File: src/rtl/sc_pkg.sv
package sc_pkg;
  localparam int SAMPLE_W = 16;
  localparam int LANES    = 2;

  typedef enum logic [1:0] {
    SC_PASS   = 2'd0,
    SC_BRIDGE = 2'd1,
    SC_HOLD   = 2'd2
  } sc_pick_t;
endpackage

File: src/rtl/sc_rst_sync.sv
module sc_rst_sync (
  input  logic clk,
  input  logic rst_n,
  output logic rst_n_sync
);
  logic [1:0] sync_q;

  always_ff @(posedge clk or negedge rst_n) begin
    if (!rst_n) sync_q <= 2'b00;
    else        sync_q <= {sync_q[0], 1'b1};
  end

  assign rst_n_sync = sync_q[1];
endmodule

File: src/rtl/sc_fill.sv
module sc_fill (
  input  logic clk,
  input  logic rst_n,
  input  logic strobe,
  output logic primed,
  output logic out_valid
);
  logic [1:0] cnt_q, cnt_d;
  logic       ov_q, ov_d;

  always_comb begin
    cnt_d  = cnt_q;
    ov_d   = 1'b0;
    primed = (cnt_q == 2'd2);
    if (strobe) begin
      if (!primed) cnt_d = cnt_q + 2'd1;
      ov_d = primed;
    end
  end

  always_ff @(posedge clk or negedge rst_n) begin
    if (!rst_n) begin
      cnt_q <= 2'd0;
      ov_q  <= 1'b0;
    end else begin
      cnt_q <= cnt_d;
      ov_q  <= ov_d;
    end
  end

  assign out_valid = ov_q;

  // an output pulse only follows a strobe
  p_pulse_follows_strobe_r2: assert property (@(posedge clk) disable iff (!rst_n)
    ov_q |-> $past(strobe));
endmodule

File: src/rtl/sc_lane.sv
module sc_lane
  import sc_pkg::*;
#(
  parameter int W = SAMPLE_W
) (
  input  logic         clk,
  input  logic         rst_n,
  input  logic         strobe,
  input  logic         primed,
  input  logic [W-1:0] in_s,
  input  logic         in_e,
  output logic [W-1:0] out_s
);
  logic [W-1:0] mid_q, ahd_q, last_q, res_q;
  logic         mid_e, ahd_e;
  logic [W-1:0] mid_d, ahd_d, last_d, res_d;
  logic         mid_ed, ahd_ed;
  logic signed [W:0] sum;
  logic [W-1:0] mean;
  sc_pick_t     pick;

  // mean of last good value and the look-ahead sample, one bit wider so it cannot overflow
  assign sum  = $signed({last_q[W-1], last_q}) + $signed({ahd_q[W-1], ahd_q});
  assign mean = sum[W:1];

  always_comb begin
    if (!mid_e)     pick = SC_PASS;
    else if (ahd_e) pick = SC_HOLD;
    else            pick = SC_BRIDGE;
  end

  always_comb begin
    mid_d  = mid_q;
    mid_ed = mid_e;
    ahd_d  = ahd_q;
    ahd_ed = ahd_e;
    last_d = last_q;
    res_d  = res_q;
    if (strobe) begin
      mid_d  = ahd_q;
      mid_ed = ahd_e;
      ahd_d  = in_s;
      ahd_ed = in_e;
      if (primed) begin
        case (pick)
          SC_PASS:   begin res_d = mid_q; last_d = mid_q; end
          SC_BRIDGE: res_d = mean;
          default:   res_d = last_q;
        endcase
      end
    end
  end

  always_ff @(posedge clk or negedge rst_n) begin
    if (!rst_n) begin
      mid_q  <= '0;
      mid_e  <= 1'b0;
      ahd_q  <= '0;
      ahd_e  <= 1'b0;
      last_q <= '0;
      res_q  <= '0;
    end else begin
      mid_q  <= mid_d;
      mid_e  <= mid_ed;
      ahd_q  <= ahd_d;
      ahd_e  <= ahd_ed;
      last_q <= last_d;
      res_q  <= res_d;
    end
  end

  assign out_s = res_q;

  // a good sample leaves the lane unchanged
  p_pass_good_r3: assert property (@(posedge clk) disable iff (!rst_n)
    (strobe && primed && !mid_e) |=> (res_q == $past(mid_q)));

  // inside a bad run the held level is repeated
  p_hold_run_r5: assert property (@(posedge clk) disable iff (!rst_n)
    (strobe && primed && mid_e && ahd_e) |=> (res_q == $past(last_q)));

  // a bridged value lies between its two sources
  p_bridge_bound_r4: assert property (@(posedge clk) disable iff (!rst_n)
    (strobe && primed && mid_e && !ahd_e) |=>
      ((($signed(res_q) >= $signed($past(last_q))) && ($signed(res_q) <= $signed($past(ahd_q)))) ||
       (($signed(res_q) <= $signed($past(last_q))) && ($signed(res_q) >= $signed($past(ahd_q))))));

  // nothing moves without a strobe
  p_idle_stable_r10: assert property (@(posedge clk) disable iff (!rst_n)
    !strobe |=> ($stable(res_q) && $stable(last_q) && $stable(ahd_q)));
endmodule

File: src/rtl/sample_concealer.sv
module sample_concealer
  import sc_pkg::*;
#(
  parameter int W  = SAMPLE_W,
  parameter int CH = LANES
) (
  input  logic          clk,
  input  logic          rst_n,
  input  logic          in_valid,
  input  logic [CH-1:0] in_err,
  input  logic [CH*W-1:0] in_data,
  output logic          out_valid,
  output logic [CH*W-1:0] out_data
);
  logic rst_n_s;
  logic primed;

  sc_rst_sync u_rst (
    .clk        (clk),
    .rst_n      (rst_n),
    .rst_n_sync (rst_n_s)
  );

  sc_fill u_fill (
    .clk       (clk),
    .rst_n     (rst_n_s),
    .strobe    (in_valid),
    .primed    (primed),
    .out_valid (out_valid)
  );

  for (genvar c = 0; c < CH; c++) begin : g_lane
    sc_lane #(.W(W)) u_lane (
      .clk    (clk),
      .rst_n  (rst_n_s),
      .strobe (in_valid),
      .primed (primed),
      .in_s   (in_data[c*W +: W]),
      .in_e   (in_err[c]),
      .out_s  (out_data[c*W +: W])
    );
  end

  // outputs quiet until the pipeline is filled
  p_quiet_before_fill_r1: assert property (@(posedge clk) disable iff (!rst_n_s)
    !primed |-> !out_valid);
endmodule

File: config.mk
export PLATFORM = sky130hd
export DESIGN_NAME = sample_concealer
export DESIGN_NICKNAME = d
export VERILOG_FILES = /design/src/rtl/sc_pkg.sv /design/src/rtl/sc_rst_sync.sv /design/src/rtl/sc_fill.sv /design/src/rtl/sc_lane.sv /design/src/rtl/sample_concealer.sv
export SDC_FILE = /design/constraint.sdc
export NUM_CORES = 1
export LEC_CHECK = 0
export ABC_AREA = 0
export BUFFER_PORTS_ARGS = -buffer_cell sky130_fd_sc_hd__buf_2
export CORE_AREA = 2 2 111 193
export DETAILED_ROUTE_END_ITERATION = 10
export DIE_AREA = 0 0 113 195
export SYNTH_ARGS = -nofsm -noshare
export SYNTH_HDL_FRONTEND = slang
export SYNTH_SLANG_ARGS = --single-unit
File: constraint.sdc
create_clock -name clk -period 3.9 [get_ports clk]
set_input_delay 0.585 -clock clk [delete_from_list [all_inputs] [get_ports clk]]
set_output_delay 0.585 -clock clk [all_outputs]
set_load 0.05 [all_outputs]
### After elaboration in Yosys (flattened, before gate mapping)

Cells that the tools add are included.
W data, S select, Z words.

* bits in registers: 137
* bits of input ports: 37
* output and inout bits: 33
* logic and storage cells: 35

* $add $sub $neg: 3
* eq/ne operators: 3
* mux-type cells: 7
* bitwise logic cells: 1
* reduce and logical (&&, ||, !) cells: 6

Operator list (number)
* $pmux W16 S2: 2
* $add A16 B16 Y17: 2
* $mux W2: 4
* $reduce_and A3 Y1: 2
* $eq A2 B1 Y1 const B: 2
* $logic_not A2 Y1: 2
* $reduce_and A2 Y1: 2
* $add A2 B1 Y2 const B: 1
* $eq A2 B2 Y1 const B: 1
* $mux W1: 1
* $not A1 Y1: 1

### Depth between registers and ports, before layout

Gate-level depths: netlist of the first run.

* depth after elaboration: 4
* mapped depth: 9
* depth with buffers taken out: 8

### By module

Synthesis of the first run repeated with hierarchy kept, for this count alone.

* cells, all modules: 694
* area, all modules: 7283.2 um^2

By module, submodules not included
* sc_lane (g_lane[0].u_lane): times used 1, cells an instance 322, area an instance 3553.4 um^2
* sc_lane (g_lane[1].u_lane): times used 1, cells an instance 359, area an instance 3540.9 um^2
* sc_fill: times used 1, cells an instance 10, area an instance 135.1 um^2
* sc_rst_sync: times used 1, cells an instance 3, area an instance 53.8 um^2

### Worst setup path before layout of the first run

No wires, ideal clock.

* path kind: reg2reg
* start: register g_lane[1].u_lane.last_q[1]
* end: register g_lane[1].u_lane.res_q[13]
* data arrival time: 1.987 ns
* required time: 3.805 ns
* setup slack: 1.818 ns
* stages on the path, launching flop included: 9
* path buffers: 0
* clock period less this slack: 2.082 ns
* path through: dfrtp_1 > inv_1 > fa_1 > and2b_1 > o31a_2 > o21ai_2 > a2111oi_1 > nor4_1 > o31ai_1

* longest elaborated chain between the ends: 2

Ends and longest elaborated chain
* from (decl): RTL line sc_lane.sv:14 `logic [W-1:0] mid_q, ahd_q, last_q, res_q;`
* from (signal assigned): RTL line sc_lane.sv:67 `last_q <= last_d;`
* $add A16 B16 Y17: RTL line sc_lane.sv:23 `assign sum = $signed({last_q[W-1], last_q}) + $signed({ahd_q[W-1], ahd_q});`
* $pmux W16 S2: RTL line sc_lane.sv:45 `case (pick)`
* to (signal assigned): RTL line sc_lane.sv:68 `res_q <= res_d;`
* to (decl): RTL line sc_lane.sv:14

Every way passes these cells.
A chain may end at the register's enable or synchronous reset.

### Final worst setup path of the first run

* start: register g_lane[1].u_lane.mid_e
* end: register g_lane[1].u_lane.res_q[12]

* longest elaborated chain between the ends: 3

Ends and longest elaborated chain
* from (decl): RTL line sc_lane.sv:15 `logic mid_e, ahd_e;`
* from (signal assigned): RTL line sc_lane.sv:64 `mid_e <= mid_ed;`
* $mux W2 *: RTL line sc_lane.sv:27 `if (!mid_e) pick = SC_PASS;`
* $eq A2 B1 Y1 / $logic_not A2 Y1 (equally long branches): RTL line sc_lane.sv:45
* $pmux W16 S2 *: RTL line sc_lane.sv:45

Mark *: on every way between the ends. The rest lies on a longest branch, timed or not.

==> results of run 1 <==
-- metrics by stage --
step / setup WS [ns] / cells / hold slack (ns)
6_report: 1.42 / 997 / 0.351
2_1_floorplan: 1.62 / 675 / 0.289
5_1_grt: 1.20 / 997 / 0.381
3_3_place_gp: 1.37 / 964 / 0.334
4_1_cts: 1.42 / 997 / 0.351
3_5_place_dp: 1.27 / 964 / 0.337
-- placed cells by master (no fill, tap or decap), drive strengths merged, types with 3 or more instances in the layout --
cell / count
clkbuf: 21
nand2: 104
o221ai: 4
mux2i: 5
o31ai: 5
ha: 31
dfrtp: 137
nor4: 5
a21o: 9
mux2: 78
a221o: 3
o31a: 5
and2: 3
xor2: 4
nand4: 3
buf: 77
o21ai: 44
o22ai: 15
a31oi: 3
nand3: 10
o211ai: 9
a21oi: 32
a211oi: 4
nor2: 31
nor3: 6
a221oi: 15
inv: 21
clkinv: 10
xnor2: 17
-- report_power, final --
group          switching [mW]  internal (mW)  leakage [nW]  total (mW)
combinational            1.86           1.08          1.77        2.93
sequential              0.347           1.84          1.63        2.19
clock                   0.590          0.864         0.264        1.45
-- what timing repair did --
action	4_1_cts	5_1_grt
setup buffers	0	0
hold endpoints to repair	2	0
hold buffers	1	0
-- final timing paths --
path	slack [ns]	end
max in group asynchronous	2.49	g_lane[1].u_lane.ahd_e
max reg2reg	1.42	g_lane[1].u_lane.out_s[12]
min	0.35	u_rst.sync_q[1]
min reg2reg	0.35	u_rst.sync_q[1]
max	1.42	g_lane[1].u_lane.out_s[12]
min in group asynchronous	0.39	g_lane[1].u_lane.mid_q[11]
-- flip-flops by register name (all words and copies together) (netlist names) --
register and count:
g_lane.u_lane.mid_e 2, u_rst.sync_q 2, g_lane.u_lane.mid_q 32, u_fill.cnt_q 2
u_fill.out_valid 1, g_lane.u_lane.ahd_e 2, g_lane.u_lane.last_q 32, g_lane.u_lane.ahd_q 32
g_lane.u_lane.out_s 32
-- final cells by class --
type	instances	share of cell area
Clock buffer	21	0.0539
Clock inverter	11	0.0101
Inverter	22	0.0101
Multi-Input combinational cell	480	0.417
Sequential cell	137	0.420
Tap cell	248	0.0380
Timing Repair Buffer	78	0.0511
-- Yosys cell counts, types with 3 or more instances --
cell | number | area [µm²]
clkbuf_1 | 28 | 105
a211oi_1 | 4 | 30.0
nor2_1 | 31 | 116
xnor2_1 | 17 | 149
o31a_1 | 4 | 35.0
o22ai_1 | 15 | 93.8
a21oi_1 | 32 | 160
o221ai_1 | 4 | 35.0
buf_2 | 6 | 30.0
nand2_1 | 104 | 390
a221o_1 | 3 | 30.0
nor4_1 | 5 | 31.3
ha_1 | 31 | 388
nand3_1 | 10 | 50.1
xor2_1 | 4 | 35.0
a31oi_1 | 3 | 18.8
mux2i_1 | 5 | 50.1
a221oi_1 | 15 | 131
nor3_1 | 6 | 30.0
and2_1 | 3 | 18.8
o31ai_1 | 5 | 37.5
a21o_1 | 9 | 67.6
inv_1 | 21 | 78.8
o211ai_1 | 8 | 60.1
mux2_2 | 78 | 878
dfrtp_1 | 137 | 3430
o21ai_0 | 41 | 205
-- routing by layer --
metal | track usage | vias up
met2 | 0.319 | 113
met5 | 0 | -
met3 | 0.0307 | 34
li1 | - | 2560
met4 | 0.0768 | 0
met1 | 0.172 | 2618
-- logic make-up (layout without fill, tap and decap cells) --
| group | after synthesis | after routing | synth area share |
|---|---|---|---|
| simple gates | 175 | 175 | 0.107 |
| compound gates | 167 | 167 | 0.157 |
| fa+ha+maj | 33 | 33 | 0.0606 |
| buf+inv | 58 | 132 | 0.0319 |
| mux | 83 | 83 | 0.131 |
| xor+xnor | 21 | 21 | 0.0260 |
| flops | 137 | 137 | 0.485 |
| other cells | 1 | 1 | 0.000531 |
==> results by group, run 1 <==
Status
  – Outcome: complete, but fails checks
  – Failing checks: design-rule violations

Power and ir drop
  – Worst-case vdd ir drop: about 0.00033 V
  – Static Leak: 3.67 nW
  – Power Density: a little over 800 mW/mm²
  – Power, Total: 6.58 mW

Synthesis
  – Synth Cell Area: slightly above 0.007 mm²
  – Register area share after synthesis: 0.485
  – Post-synth EDFFs: 0
  – Netlist cell types: 61
  – Syn Inst Count: about 680
  – Asr flop ratio synth: 1.00
  – FF+latch count, synth: 137
  – Synth Area per Inst: 10.5 µm²
  – Yosys warning count: 0
  – Main synth FF type: dfrtp_1
  – Mapped Nets: about 750

Placement
  – Dpl hpwl: 12800 µm
  – Placed inst area: 0.00764 mm²
  – Buffers on Ports: 69
  – Routability cong.: 0.876

STA
  – Final hold violations: 0
  – Rel. slew slack: 0.464
  – Setup tns final: 0 ns
  – Min Tclk post-route: 2.48 ns
  – Tcrit/Tclk final: 0.637
  – Measured slew at the worst slew-check pin: 0.802 ns
  – Final slew viol count: 0
  – FMAX: 0.402 GHz
  – RSZ-0062 raised after global routing: no
  – Setup violators final: 0
  – Clock skew: approximately 0.0089 ns

Worst hold path
  – Min-delay worst type: flip-flop to flip-flop
  – Hold path cells: 0
  – Hold Startpoint: u_rst.sync_q[0]

Floorplan
  – # rows: 69
  – IO Count: 70
  – Die Wd: ~110 µm
  – Die ar.: 0.0220 mm²
  – Core footprint: a little over 0.02 mm²
  – Die Y: roughly 200 µm
  – Initial Utilization: 0.347

Global route
  – GRT Util Overall: 0.167
  – Maximum number of pins on one net before global-route repair: 60
  – First-pass GRT wire length: 29000 µm
  – Initial antenna violation count: 0
  – GRT overflow: 0
  – Vias in the first global route: 5624

Clocking
  – Total CTS buffers: 17
  – Clock latency on the worst-skew pair: 0.42 ns
  – Clock Root Buffer: clkbuf_16
  – CTS HTree Levels: 4
  – Clock slew at reported path FFs: 0.06 ns
  – # resized after CTS: 0
  – CTS sink cnt: 137
  – Worst-case clock buffer depth: 2
  – TritonCTS clock tree: done

Routing
  – Post-route ant nets: 0
  – Drt first pass iters: 7
  – Max layer used: met4
  – Metal2 WL: between 10000 and 15000 µm
  – Wire per inst: 17.8 µm
  – Routed wl met3: 558 µm
  – DRC: 5
  – Vias: ~5300
  – Met1 wire length: 6590 µm
  – Detailed-route wire length: 17700 µm
  – Iter 0 DRT Violations: 252
  – Drt via density: 5.34

Final layout
  – Seq. cell area: 0.00343 mm²
  – Layout overhead on the synthesized area: 15.7%
  – Ant diodes: 0
  – Final Cell Area: a little over 0.008 mm²
  – Total Nets Final: 806
  – Area of the multi-input gates: between 0.003 and 0.004 mm²
  – Layout cells sized above 1: 0.256
  – Post-layout util: 0.401
  – Number of fill cells in the layout: around 2000

Worst setup path
  – Critical Path RT: 4.19 ns
  – Crit path top cell by count: nor3_1
  – WP depth: 5
  – Kind of end point of the critical path: flip-flop
  – Reg2reg start: g_lane[1].u_lane.mid_e
  – Kind of cell adding the most delay to the critical path: simple AND/OR/NAND/NOR gates
  – Critical path startpoint category: flip-flop
  – Worst path max stage delay: approximately 0.74 ns
  – Worst EP arrival: between 2 and 3 ns
  – CP startpoint: g_lane[1].u_lane.mid_e
  – Crit Path Max Fanout: 19
  – Chain of cells forming the critical path: inv_1 -> nor3_1 -> nand2_1 -> o21ai_0 -> nor3_1
  – Crit-path slowest cell: dfrtp_1
  – CP Buf/Inv Count: 1
  – Crit Path Class: flip-flop to flip-flop
  – R2r worst-path depth: 5

Job
  – Max-cap violations: 0
Note: power is estimated with default switching activity, not from simulation.
==> run 2: changes to the inputs <==
==> constraint.sdc (replaced) <==
create_clock -name clk -period 2.5 [get_ports clk]
set_input_delay 0.375 -clock clk [delete_from_list [all_inputs] [get_ports clk]]
set_output_delay 0.375 -clock clk [all_outputs]
set_load 0.05 [all_outputs]
==> run 2 against run 1 <==
  * Count of clock-buffer cells in the layout increased by 2
  * Largest power group unchanged
  * Worst setup slack got worse by 1.2 ns
  * Hold slack worse by 0.17 ns
  * Critical path type unchanged
  * Die area stayed put
  * Critical endpoint is now g_lane[1].u_lane.out_s[13]
  * Fmax is 9.1% higher
  * Clock skew grew 0.00075 ns
  * Core utilization is 0.68 points higher
  * The run still ends with design-rule violations left
  * Via count rose by 0.15%
  * Highest routed layer unchanged
  * Critical path depth increased by 3
==> results by group, run 2 (same netlist as run 1, synthesis figures left out) <==
Status
  – Outcome: complete, but fails checks
  – Failing checks: design-rule violations

Worst setup path
  – CP startpoint: g_lane[1].u_lane.last_q[1]
  – Kind of end point of the critical path: flip-flop
  – Crit Path Max Fanout: 4 (-15)
  – Critical path startpoint category: flip-flop
  – Reg2reg start: g_lane[1].u_lane.last_q[1]
  – Worst EP arrival: 2.60 ns (-0.18 ns)
  – Crit Path Class: flip-flop to flip-flop
  – Critical Path RT: 2.82 ns (-1.37 ns)
  – Crit-path slowest cell: a2111oi_1
  – CP Buf/Inv Count: 1 (unchanged)
  – Worst path max stage delay: 0.49 ns (-0.25 ns)
  – Kind of cell adding the most delay to the critical path: compound AO/OA/AOI/OAI gates
  – Chain of cells forming the critical path: inv_1 -> fa_1 -> and2b_1 -> o31a_2 -> o21ai_2 -> a2111oi_1 -> nor4_1 -> o31ai_1

Power and ir drop
  – Power, Total: 10.4 mW (+58%)
  – Worst-case vdd ir drop: 0.000521 V (+59%)
  – Switch share: 0.420 (-0.00435)
  – Static Leak: 3.74 nW (+1.9%)
  – Switch Pwr: 4.37 mW (+57%)
  – Clk network pwr share: 0.223 (+0.002)
  – Internal cell power: 6.03 mW (+59%)
  – Logic pwr share: 0.452 (+0.006)
  – Power Density: 1250 mW/mm² (+56%)
  – Sequential fraction of design power: 0.325 (-0.008)

Floorplan
  – Die ar.: 0.0220 mm² (unchanged)
  – Core footprint: 0.0204 mm² (unchanged)
  – IO Count: 70 (unchanged)
  – Initial Utilization: 0.347 (unchanged)
  – Die Y: 195 µm (unchanged)
  – Die Wd: 113 µm (unchanged)
  – # rows: 69 (unchanged)

STA
  – Setup violators final: 0 (unchanged)
  – Rel. slew slack: 0.349 (-0.115)
  – Min Tclk post-route: 2.28 ns (-0.207 ns)
  – Final hold violations: 0 (unchanged)
  – Clock skew: 0.00964 ns (+0.000746 ns)
  – RSZ-0062 raised after global routing: no
  – Setup tns final: 0 ns (unchanged)
  – Hold WS: 0.180 ns (-0.171 ns)
  – Fin worst setup slack: 0.222 ns (-1.19 ns)
  – Final slew viol count: 0 (unchanged)
  – Measured slew at the worst slew-check pin: 0.969 ns (+0.167 ns)
  – Tcrit/Tclk final: 0.911 (+0.274)
  – FMAX: 0.439 GHz (+9.1%)

Job
  – Max-cap violations: 0 (unchanged)

Routing
  – Drt first pass iters: 8 (+1)
  – Vias: 5333 (+0.15%)
  – Drt via density: 5.29 (-1.0%)
  – DRC: 5 (unchanged)
  – Detailed-route wire length: 18000 µm (+1.7%)
  – Wire per inst: 17.9 µm (+0.52%)
  – Iter 0 DRT Violations: 243 (-3.6%)
  – Post-route ant nets: 0 (unchanged)

Final layout
  – Number of fill cells in the layout: 2046 (+2.0%)
  – Commonest non-fill, non-tap cells in the layout: 136 x dfrtp_1, 104 x nand2_1, 78 x mux2_2
  – Post-layout util: 0.408 (+0.00682)
  – Layout overhead on the synthesized area: 17.7%
  – Layout cells sized above 1: 0.269 (+0.0130)
  – Commonest non-fill, non-tap cell in the layout: dfrtp_1
  – Total Nets Final: 818 (+1.5%)
  – Final std cells w/o fill: 1009 (+1.2%)
  – Ant diodes: 0 (unchanged)
  – Final Cell Area: 0.00831 mm² (+1.7%)

Placement
  – Placed Cells incl. Taps: 976 (+1.2%)
  – Buffers on Ports: 69 (unchanged)
  – Placed inst area: 0.00776 mm² (+1.5%)
  – Routability cong.: 0.892 (+1.8%)
  – Setup WS pre-CTS: 0.230 ns (-1.04 ns)
  – Dpl hpwl: 12900 µm (+1.0%)

Global route
  – Vias in the first global route: 5623 (-0.018%)
  – Maximum number of pins on one net before global-route repair: 75 (+25%)
  – Initial antenna violation count: 0 (unchanged)
  – GRT Util Overall: 0.171 (+0.00446)
  – GRT overflow: 0 (unchanged)
  – First-pass GRT wire length: 29700 µm (+2.5%)

Worst hold path
  – Hold Startpoint: in_data[17]
  – Min-delay worst type: primary input to flip-flop

Clocking
  – CTS HTree Levels: 4 (unchanged)
  – Clock Root Buffer: clkbuf_16
  – TritonCTS clock tree: done
  – Worst-case clock buffer depth: 2 (unchanged)
  – CTS sink cnt: 137 (unchanged)
  – Clock slew at reported path FFs: 0.06 ns (about the same)
  – Clock latency on the worst-skew pair: 0.42 ns (about the same)
  – Total CTS buffers: 17 (unchanged)
-- run 2: cell types whose count changed in the layout (fill, tap and decap cells not counted), sizes merged --
cell / before / now
clkbuf: 21 / 23
clkinvlp: 1 / 2
buf: 77 / 89
clkinv: 10 / 7
-- run 2: final timing paths --
| check | endpoint | slack (ns) | cells after the start |
|---|---|---|---|
| setup / recovery | g_lane[1].u_lane.out_s[13] | 0.22 | 8 |
| hold / removal | g_lane[1].u_lane.ahd_q[1] | 0.18 | 3 |
| setup reg to reg | g_lane[1].u_lane.out_s[13] | 0.22 | 8 |
| hold reg to reg | g_lane[1].u_lane.out_s[9] | 0.31 | 0 |
| max in group asynchronous | g_lane[0].u_lane.last_q[5] | 1.55 | 1 |
| min in group asynchronous | u_rst.sync_q[1] | 0.26 | 2 |
-- run 2: worst min-delay path, cell delays in order --
cell     delay (ns)
buf_2          0.08
nand2_1        0.05
o21ai_0        0.06
-- run 2: cell type report --
type / count / area [µm²] / area share
clock inverter: 9 / 75.1 / 0.00903
sequential: 137 / 3430 / 0.413
clock buffer: 23 / 468 / 0.0563
inverter: 22 / 82.6 / 0.00993
multi-input combinational: 480 / 3410 / 0.411
tap: 248 / 310 / 0.0373
timing repair buffer: 90 / 533 / 0.0641
-- run 2: repair_timing --
action                                 in CTS  in global routing
hold buffers                                1                  0
endpoints found under the hold margin       2                  0
gates resized for setup                     0                  1
setup buffers                               0                  0
setup endpoints to repair                   0                  1
-- run 2: routing by layer --
layer / GRT usage / vias to the layer above / wire length (µm)
met4: 0.0808 / 0 / 599
li1: - / 2581 / -
met1: 0.179 / 2621 / 6690
met3: 0.0279 / 35 / 456
met2: 0.326 / 96 / 10300
met5: 0 / - / 0
-- run 2: power by group through the flow --
stage	combinational, mW	clock [mW]	sequential [mW]
global route	5.17	2.49	3.47
detailed placement	4.71	0	3.42
global placement	4.68	0	3.40
finish	4.71	2.32	3.38
floorplan	2.71	0	4.17
CTS	4.74	2.39	3.39
==> run 3: changes to the inputs <==
--- a/config.mk
+++ b/config.mk
@@ -7,9 +7,9 @@
 export LEC_CHECK = 0
 export ABC_AREA = 0
 export BUFFER_PORTS_ARGS = -buffer_cell sky130_fd_sc_hd__buf_2
-export CORE_AREA = 2 2 111 193
+export CORE_AREA = 2 2 146 148
 export DETAILED_ROUTE_END_ITERATION = 10
-export DIE_AREA = 0 0 113 195
+export DIE_AREA = 0 0 148 150
 export SYNTH_ARGS = -nofsm -noshare
 export SYNTH_HDL_FRONTEND = slang
 export SYNTH_SLANG_ARGS = --single-unit
==> run 3 against run 2 <==
  * The run now ends clean
  * Die area up 0.75%
  * Global-route usage is 0.73 points lower
  * Flip-flop and latch count unchanged
  * Hold slack got worse by 0.0069 ns
  * Routed wire length decreased by 4.7%
  * Final area rose by 0.54%
  * Final cell count increased by 2.8%
  * Clock power barely moved
  * Register-to-register slack is essentially flat
  * Sequential power barely moved
==> results by group, run 3 (same netlist as run 1, synthesis figures left out) <==
Status
  – Outcome: finished clean

Clocking
  – Clock latency on the worst-skew pair: 0.43 ns (about the same)
  – CTS HTree Levels: 4 (unchanged)
  – CTS sink cnt: 137 (unchanged)
  – Total CTS buffers: 17 (unchanged)
  – TritonCTS clock tree: done
  – Clock slew at reported path FFs: 0.06 ns (about the same)
  – Worst-case clock buffer depth: 2 (unchanged)
  – Clock Root Buffer: clkbuf_16

Global route
  – Maximum number of pins on one net before global-route repair: 82 (+9.3%)
  – Initial antenna violation count: 0 (unchanged)
  – GRT overflow: 0 (unchanged)
  – First-pass GRT wire length: 28600 µm (-3.7%)
  – Vias in the first global route: 5350 (-4.9%)
  – GRT Util Overall: 0.164 (-0.00732)

Power and ir drop
  – Static Leak: 3.75 nW (+0.21%)
  – Internal cell power: 6.04 mW (+0.16%)
  – Power Density: 1240 mW/mm² (-0.70%)
  – Sequential fraction of design power: 0.323 (-0.002)
  – Switch Pwr: 4.35 mW (-0.59%)
  – Worst-case vdd ir drop: 0.000490 V (-6.1%)
  – Logic pwr share: 0.450 (-0.002)
  – Clk network pwr share: 0.226 (+0.003)
  – Switch share: 0.418 (-0.00182)
  – Power, Total: 10.4 mW (-0.16%)

Placement
  – Buffers on Ports: 69 (unchanged)
  – Placed Cells incl. Taps: 1004 (+2.9%)
  – Routability cong.: 0.879 (-1.5%)
  – Dpl hpwl: 11800 µm (-8.8%)
  – Placed inst area: 0.00780 mm² (+0.56%)
  – Setup WS pre-CTS: 0.244 ns (+0.0137 ns)

Worst hold path
  – Min-delay worst type: primary input to flip-flop
  – Hold Startpoint: in_data[5]

Worst setup path
  – Worst EP arrival: 2.60 ns (about the same)
  – Kind of end point of the critical path: flip-flop
  – CP Buf/Inv Count: 1 (unchanged)
  – Crit-path slowest cell: fa_1
  – Crit Path Class: flip-flop to flip-flop
  – Worst path max stage delay: 0.45 ns (-0.04 ns)
  – CP startpoint: g_lane[0].u_lane.last_q[1]
  – Reg2reg setup slack: 0.23 ns (about the same)
  – Crit Path Max Fanout: 3 (-1)
  – Crit path top cell by count: nor4_1
  – Critical Path RT: 2.83 ns (about the same)
  – Reg2reg start: g_lane[0].u_lane.last_q[1]
  – Kind of cell adding the most delay to the critical path: simple AND/OR/NAND/NOR gates
  – Critical path startpoint category: flip-flop
  – Chain of cells forming the critical path: inv_1 -> fa_1 -> nand2b_1 -> a21oi_1 -> o21bai_1 -> nor4_1 -> nor4_1 -> o31ai_1

STA
  – Setup tns final: 0 ns (unchanged)
  – Clock skew: 0.00849 ns (-0.00116 ns)
  – Fin worst setup slack: 0.232 ns (+0.00937 ns)
  – RSZ-0062 raised after global routing: no
  – Min Tclk post-route: 2.27 ns (-0.00937 ns)
  – Final slew viol count: 0 (unchanged)
  – Tcrit/Tclk final: 0.907 (-0.00375)
  – Final hold violations: 0 (unchanged)
  – Hold WS: 0.173 ns (-0.00690 ns)
  – Measured slew at the worst slew-check pin: 1.08 ns (+0.116 ns)
  – Setup violators final: 0 (unchanged)
  – FMAX: 0.441 GHz (+0.41%)
  – Rel. slew slack: 0.274 (-0.0748)

Final layout
  – Layout overhead on the synthesized area: 18.4%
  – Ant diodes: 0 (unchanged)
  – Total Nets Final: 819 (+0.12%)
  – Commonest non-fill, non-tap cells in the layout: 136 x dfrtp_1, 103 x nand2_1, 78 x mux2_2
  – Post-layout util: 0.404 (-0.00404)
  – Final Cell Area: 0.00836 mm² (+0.54%)
  – Number of fill cells in the layout: 2056 (+0.49%)
  – Commonest non-fill, non-tap cell in the layout: dfrtp_1
  – Final std cells w/o fill: 1037 (+2.8%)
  – Layout cells sized above 1: 0.270 (+0.000959)

Routing
  – Detailed-route wire length: 17200 µm (-4.7%)
  – Drt first pass iters: 7 (-1)
  – Drt via density: 5.20 (-1.6%)
  – Iter 0 DRT Violations: 345 (+42%)
  – Post-route ant nets: 0 (unchanged)
  – Vias: 5396 (+1.2%)
  – DRC: 0 (-5)
  – Wire per inst: 16.6 µm (-7.2%)

Floorplan
  – Die ar.: 0.0222 mm² (+0.75%)
  – # rows: 53 (-23%)
  – IO Count: 70 (unchanged)
  – Die Y: 150 µm (-23%)
  – Core footprint: 0.0207 mm² (+1.5%)
  – Initial Utilization: 0.341 (-0.00528)
  – Die Wd: 148 µm (+31%)

Job
  – Max-cap violations: 0 (unchanged)
[run 3: cell type report]
type	count	area, µm²	share of cell area
flip-flops and latches	137	3430	0.411
multi-input cells	480	3420	0.409
repair buffers	91	541	0.0647
clock buffers	24	472	0.0564
well taps	275	344	0.0412
inverters	22	82.6	0.00988
clock inverters	8	71.3	0.00853
[run 3: final timing paths]
| kind | end | cells after the start |
|---|---|---|
| setup / recovery | g_lane[0].u_lane.out_s[13] | 8 |
| hold / removal | g_lane[0].u_lane.ahd_q[5] | 2 |
| setup reg to reg | g_lane[0].u_lane.out_s[13] | 8 |
| hold reg to reg | g_lane[1].u_lane.last_q[3] | 1 |
| max in group asynchronous | g_lane[0].u_lane.out_s[7] | 1 |
| min in group asynchronous | u_rst.sync_q[1] | 2 |
[run 3: what timing repair did]
action / 4_1_cts / 5_1_grt
endpoints found under the hold margin: 2 / 0
resized for setup: 0 / 1
buffers inserted: 0 / 0
setup endpoints to repair: 0 / 1
hold buffers: 1 / 0
[run 3: power by group through the flow]
stage | clock network, mW | logic (mW) | registers (mW)
2_1_floorplan | 0 | 2.71 | 4.17
3_3_place_gp | 0 | 4.62 | 3.38
3_5_place_dp | 0 | 4.67 | 3.39
4_1_cts | 2.40 | 4.69 | 3.36
5_1_grt | 2.51 | 5.16 | 3.46
6_report | 2.35 | 4.68 | 3.36
[run 3: metal layers]
layer / vias up / global-route usage / share of wire
met1: 2663 / 0.213 / 0.46
met5: - / 0 / 0
met3: 23 / 0.0357 / 0.037
li1: 2585 / - / -
met2: 125 / 0.271 / 0.48
met4: 0 / 0.0586 / 0.017
